**src/rtl/tmr_oc_chan.sv**
```systemverilog
module tmr_oc_chan #(
  parameter int CW = 8
) (
  input  logic          clk,
  input  logic          rst_n,
  input  logic          cnt_en,
  input  logic          dir_down,
  input  logic [CW-1:0] reload_in,
  input  logic [CW-1:0] cmp_in,
  input  logic [2:0]    mode_in,
  input  logic          pol_in,
  input  logic          oe_in,
  output logic          ref_o,
  output logic          trig_o,
  output logic          pin_o,
  output logic          pin_oe_o
);
  localparam logic [2:0] M_FROZEN = 3'd0;
  localparam logic [2:0] M_SET    = 3'd1;
  localparam logic [2:0] M_CLR    = 3'd2;
  localparam logic [2:0] M_TOG    = 3'd3;
  localparam logic [2:0] M_LOW    = 3'd4;
  localparam logic [2:0] M_HIGH   = 3'd5;
  localparam logic [2:0] M_PWM1   = 3'd6;
  localparam logic [2:0] M_PWM2   = 3'd7;
  localparam logic [CW-1:0] ONE   = {{(CW-1){1'b0}}, 1'b1};

  logic [CW-1:0] cnt_q, rel_q, cmp_q;
  logic          ref_q, ref_d, pol_q, oe_q;

  wire at_top  = cnt_q >= rel_q;
  wire at_zero = cnt_q == '0;
  wire wrap    = cnt_en && (dir_down ? at_zero : at_top);
  wire match   = cnt_en && (cnt_q == cmp_q);
  wire pwm1    = dir_down ? !(cnt_q > cmp_q) : (cnt_q < cmp_q);

  always_ff @(posedge clk or negedge rst_n) begin
    if (!rst_n) begin
      cnt_q <= '0;
    end else if (cnt_en) begin
      if (dir_down) cnt_q <= at_zero ? reload_in : cnt_q - ONE;
      else          cnt_q <= at_top ? '0 : cnt_q + ONE;
    end
  end

  always_ff @(posedge clk or negedge rst_n) begin
    if (!rst_n) begin
      rel_q <= '0;
      cmp_q <= '0;
    end else if (wrap) begin
      rel_q <= reload_in;
      cmp_q <= cmp_in;
    end
  end

  always_comb begin
    ref_d = ref_q;
    case (mode_in)
      M_FROZEN: ref_d = ref_q;
      M_SET:    if (match) ref_d = 1'b1;
      M_CLR:    if (match) ref_d = 1'b0;
      M_TOG:    if (match) ref_d = !ref_q;
      M_LOW:    ref_d = 1'b0;
      M_HIGH:   ref_d = 1'b1;
      M_PWM1:   ref_d = pwm1;
      M_PWM2:   ref_d = !pwm1;
      default:  ref_d = ref_q;
    endcase
  end

  always_ff @(posedge clk or negedge rst_n) begin
    if (!rst_n) begin
      ref_q <= 1'b0;
      pol_q <= 1'b0;
      oe_q  <= 1'b0;
    end else begin
      ref_q <= ref_d;
      pol_q <= pol_in;
      oe_q  <= oe_in;
    end
  end

  assign ref_o    = ref_q;
  assign trig_o   = ref_q;
  assign pin_oe_o = oe_q;
  assign pin_o    = oe_q & (ref_q ^ pol_q);
endmodule

```
**config.mk**
```make
export PLATFORM = sky130hd
export DESIGN_NAME = tmr_oc_chan
export DESIGN_NICKNAME = d
export VERILOG_FILES = /design/src/rtl/tmr_oc_chan.sv
export SDC_FILE = /design/constraint.sdc
export NUM_CORES = 1
export LEC_CHECK = 0
export ABC_AREA = 1
export BUFFER_PORTS_ARGS = -buffer_cell sky130_fd_sc_hd__buf_2
export CAP_MARGIN = 20
export CORE_MARGIN = 8
export CORE_UTILIZATION = 58
export CTS_CLUSTER_DIAMETER = 30
export DETAILED_ROUTE_END_ITERATION = 12
export GPL_TIMING_DRIVEN = 0
export PLACE_DENSITY = 0.8
export SLEW_MARGIN = 10
export SYNTH_ARGS = -nofsm -noshare
export SYNTH_HDL_FRONTEND = slang
export SYNTH_SLANG_ARGS = --single-unit
```
**constraint.sdc**
```tcl
create_clock -name clk -period 2.08 [get_ports clk]
set_input_delay 0.312 -clock clk [delete_from_list [all_inputs] [get_ports clk]]
set_output_delay 0.312 -clock clk [all_outputs]
set_load 0.01 [all_outputs]
```
==> results.py <==
metrics = {
    "clock_network": {
        "clkTransAtPathRegs_ns": 0.09,
        "clock_latency_ns": 0.27,
        "cts_tree": "built",
        "cts_setup_buffers": 0,
        "cts_hold_buf": 0,
        "h-tree-depth": 1,
        "cts_resized": 0,
        "cts_buffers": 3,
        "cts.sinks": 27,
        "cts_buffer_depth": 2,
        "clock_tree.root_cell": "clkbuf_8",
    },
    "setup_path": {
        "cp_slowest_cell": "dfrtp_1",
        "worstSetupStartpointType": "flip-flop",
        "cp_max_fo": 10,
        "cpMostUsedCell": "nand2_1",
        "critical_path.top_delay_family": "simple AND/OR/NAND/NOR gates",
        "cp-end-kind": "flip-flop",
        "crit_buf_inv": 1,
        "crit_arrival_ns": 2.08,
        "worstSetupPathType": "reg -> reg",
        "required_ns": 2.25,
        "cpPeakStageDelay_ns": 0.49,
        "cp_cell_sequence": "ha_1, nand2_1, nor2_1, nand2_1, nand4_4, nand3_4, buf_6, nand2_1, nand2_1",
    },
    "layout": {
        "utilization_pct": 66.7,
        "drive_above_1_share_pct": 15.0,
        "nNetsFinal": 385,
        "syn2layout_area_growth_pct": 11.0,
        "nFillCells": 341,
        "antenna_cells": 0,
    },
    "floorplanning": {
        "coreArea_um2": 3660,
        "die-area_um2": 6020,
        "rows": 22,
        "io_pins": 29,
        "die_w_um": 77.6,
        "dieHeight_um": 77.6,
        "initial_core_util_pct": 60.1,
    },
    "synth": {
        "synth_area_um2": 2200,
        "synth_top_area_share_pct": 30.7,
        "yosysMostFrequentCell": "nand2_1",
        "synth_seq_area_share_pct": 30.7,
        "yosys_warnings": 0,
        "syn_inst": 309,
        "synth_commonest_cells": "nand2_1 (85), nor2_1 (51), inv_1 (40)",
        "syn_nets": 353,
        "synth.area.top_cells": "dfrtp_1 (31%), nand2_1 (15%), ha_1 (11%)",
        "postSynth.asyncResetShare_pct": 100,
        "ys_ff_latch": 27,
        "synth.distinct_cells": 28,
        "synth_edf_count": 0,
        "ys.flop_type": "dfrtp_1",
        "avgSynthCellArea_um2": 7.12,
        "synth_top_cell_by_area": "dfrtp_1",
    },
    "timing": {
        "relSlewSlack_pct": 59.9,
        "rsz0062_at_grt": "false",
        "hold_viol": 0,
        "final.setup_skew_ns": 0.00502,
        "clock.fmax_mhz": 523,
        "maxSlewViolCount": 0,
        "period_needed_ns": 1.91,
        "tightest_slew_ns": 0.601,
        "worst_hold_slack_ns": 0.0328,
        "setup-tns-final_ns": 0,
        "setup_violations": 0,
        "post-route-period-util_pct": 91.9,
    },
    "power_and_ir_drop": {
        "ir_drop_v": 0.000541,
        "p_per_area_nw_per_um2": 1190,
        "p_leak_nw": 1.38,
        "fin_total_pwr_mw": 2.91,
    },
    "placed_design": {
        "portBuffers": 27,
        "hpwlAfterDp_mm": 3.87,
        "gp_congestion": 0.859,
    },
    "detailed_routing": {
        "routed_wirelength_mm": 4.90,
        "drt_iter0_markers": 121,
        "firstDrtPassIters": 4,
        "drtAntennaViolNets": 0,
        "viasPerCell": 5.20,
        "drc": 0,
        "route.vias.total": 2016,
        "wl_per_cell_um": 12.6,
    },
    "grt": {
        "grt.total_usage_pct": 17.3,
        "grt_util_met1_pct": 21.3,
        "grt_max_degree": 28,
        "met2_usage_pct": 30.1,
        "grt_busiest_layer": "met2",
        "antenna_found_initial": 0,
        "grt_pass1_vias": 1989,
        "globalRouteMet3Util_pct": 3.46,
        "grt_first_pass_wirelength_mm": 8.79,
        "grt_overflow": 0,
    },
    "hold_path": {
        "min_path_type": "in -> async",
    },
    "flow_run": {
        "maxCapViolCount": 0,
    },
    "status": {
        "status": "finished clean",
    },
}
-- layer usage --
metal / routed length (um) / vias to the layer above
met1: 2230 / 924
met2: 2370 / 51
li1: - / 1035
met3: 225 / 6
met4: 72 / 0
met5: 0 / -
-- path summary, 6_finish.rpt --
| check | start | to | slack (ns) | cells past startpoint |
|---|---|---|---|---|
| max in group asynchronous | rst_n | rel_q[4]$_DFFE_PN0P_ | 1.65 | 1 |
| min in group clk | oe_in | pin_oe_o$_DFF_PN0_ | 0.14 | 1 |
| worst min register to register | rel_q[4]$_DFFE_PN0P_ | rel_q[4]$_DFFE_PN0P_ | 0.48 | 2 |
| worst max register to register | cnt_q[6]$_DFFE_PN0P_ | cmp_q[1]$_DFFE_PN0P_ | 0.17 | 9 |
| worst max-delay path | cnt_q[6]$_DFFE_PN0P_ | cmp_q[1]$_DFFE_PN0P_ | 0.17 | 9 |
| worst min-delay path | rst_n | pol_q$_DFF_PN0_ | 0.03 | 1 |
-- power breakdown --
part	internal (mW)	switching [mW]
Combinational	0.690	0.993
Sequential	0.732	0.193
Clock	0.137	0.160
-- cells by family (layout without fill, tap and decap cells) --
group / count (synthesis) / count (layout) / synth area share (%)
AO/OA/AOI/OAI: 23 / 23 / 5.57
XOR/XNOR: 8 / 8 / 3.19
adder cells (fa/ha/maj): 19 / 19 / 10.8
buffers and inverters: 56 / 87 / 11.9
flip-flops: 27 / 27 / 30.7
AND/OR/NAND/NOR: 176 / 176 / 37.8
-- cell usage in the layout (no fill, tap or decap), types with 4 or more instances in the layout --
cell      count
ha_1         19
a21oi_1      11
nor2_1       51
clkbuf_1      5
buf_6         4
inv_1        39
buf_4         5
o21ai_0       4
buf_2        27
xor2_1        7
dfrtp_1      27
nand4_1      17
nand3_1      12
nand2_1      85
o21ai_1       5
-- metrics by stage --
| stage | setup slack (ns) | cell area, um^2 | cells |
|---|---|---|---|
| 2_1_floorplan | 0.446 | 2200 | 309 |
| 3_3_place_gp | 0.235 | 2390 | 384 |
| 3_5_place_dp | 0.192 | 2390 | 384 |
| 4_1_cts | 0.167 | 2440 | 388 |
| 5_1_grt | 0.0270 | 2440 | 388 |
| 6_report | 0.169 | 2440 | 388 |
-- final cells by class --
type | count | area, um^2 | area share [%]
buffer | 14 | 105 | 4.30
clock buffer | 4 | 45.0 | 1.84
inverter | 42 | 160 | 6.56
multi-input combinational | 226 | 1260 | 51.6
sequential | 27 | 676 | 27.7
tap | 48 | 60.1 | 2.46
timing repair buffer | 27 | 135 | 5.53
-- registers in the layout, indices dropped and copies added, names as in the netlist --
signal and cells:
rel_q 8, pol_q 1, cmp_q 8, cnt_q 8, ref_o 1, pin_oe_o 1
-- worst register-to-register path, cell delays in order, from the launching register on --
cell     delay [ns]
dfrtp_1        0.49
ha_1           0.33
nand2_1        0.06
nor2_1         0.20
nand2_1        0.12
nand4_4        0.18
nand3_4        0.13
buf_6          0.18
nand2_1        0.07
nand2_1        0.05
No activity file was read; power rests on OpenSTA's default activity.
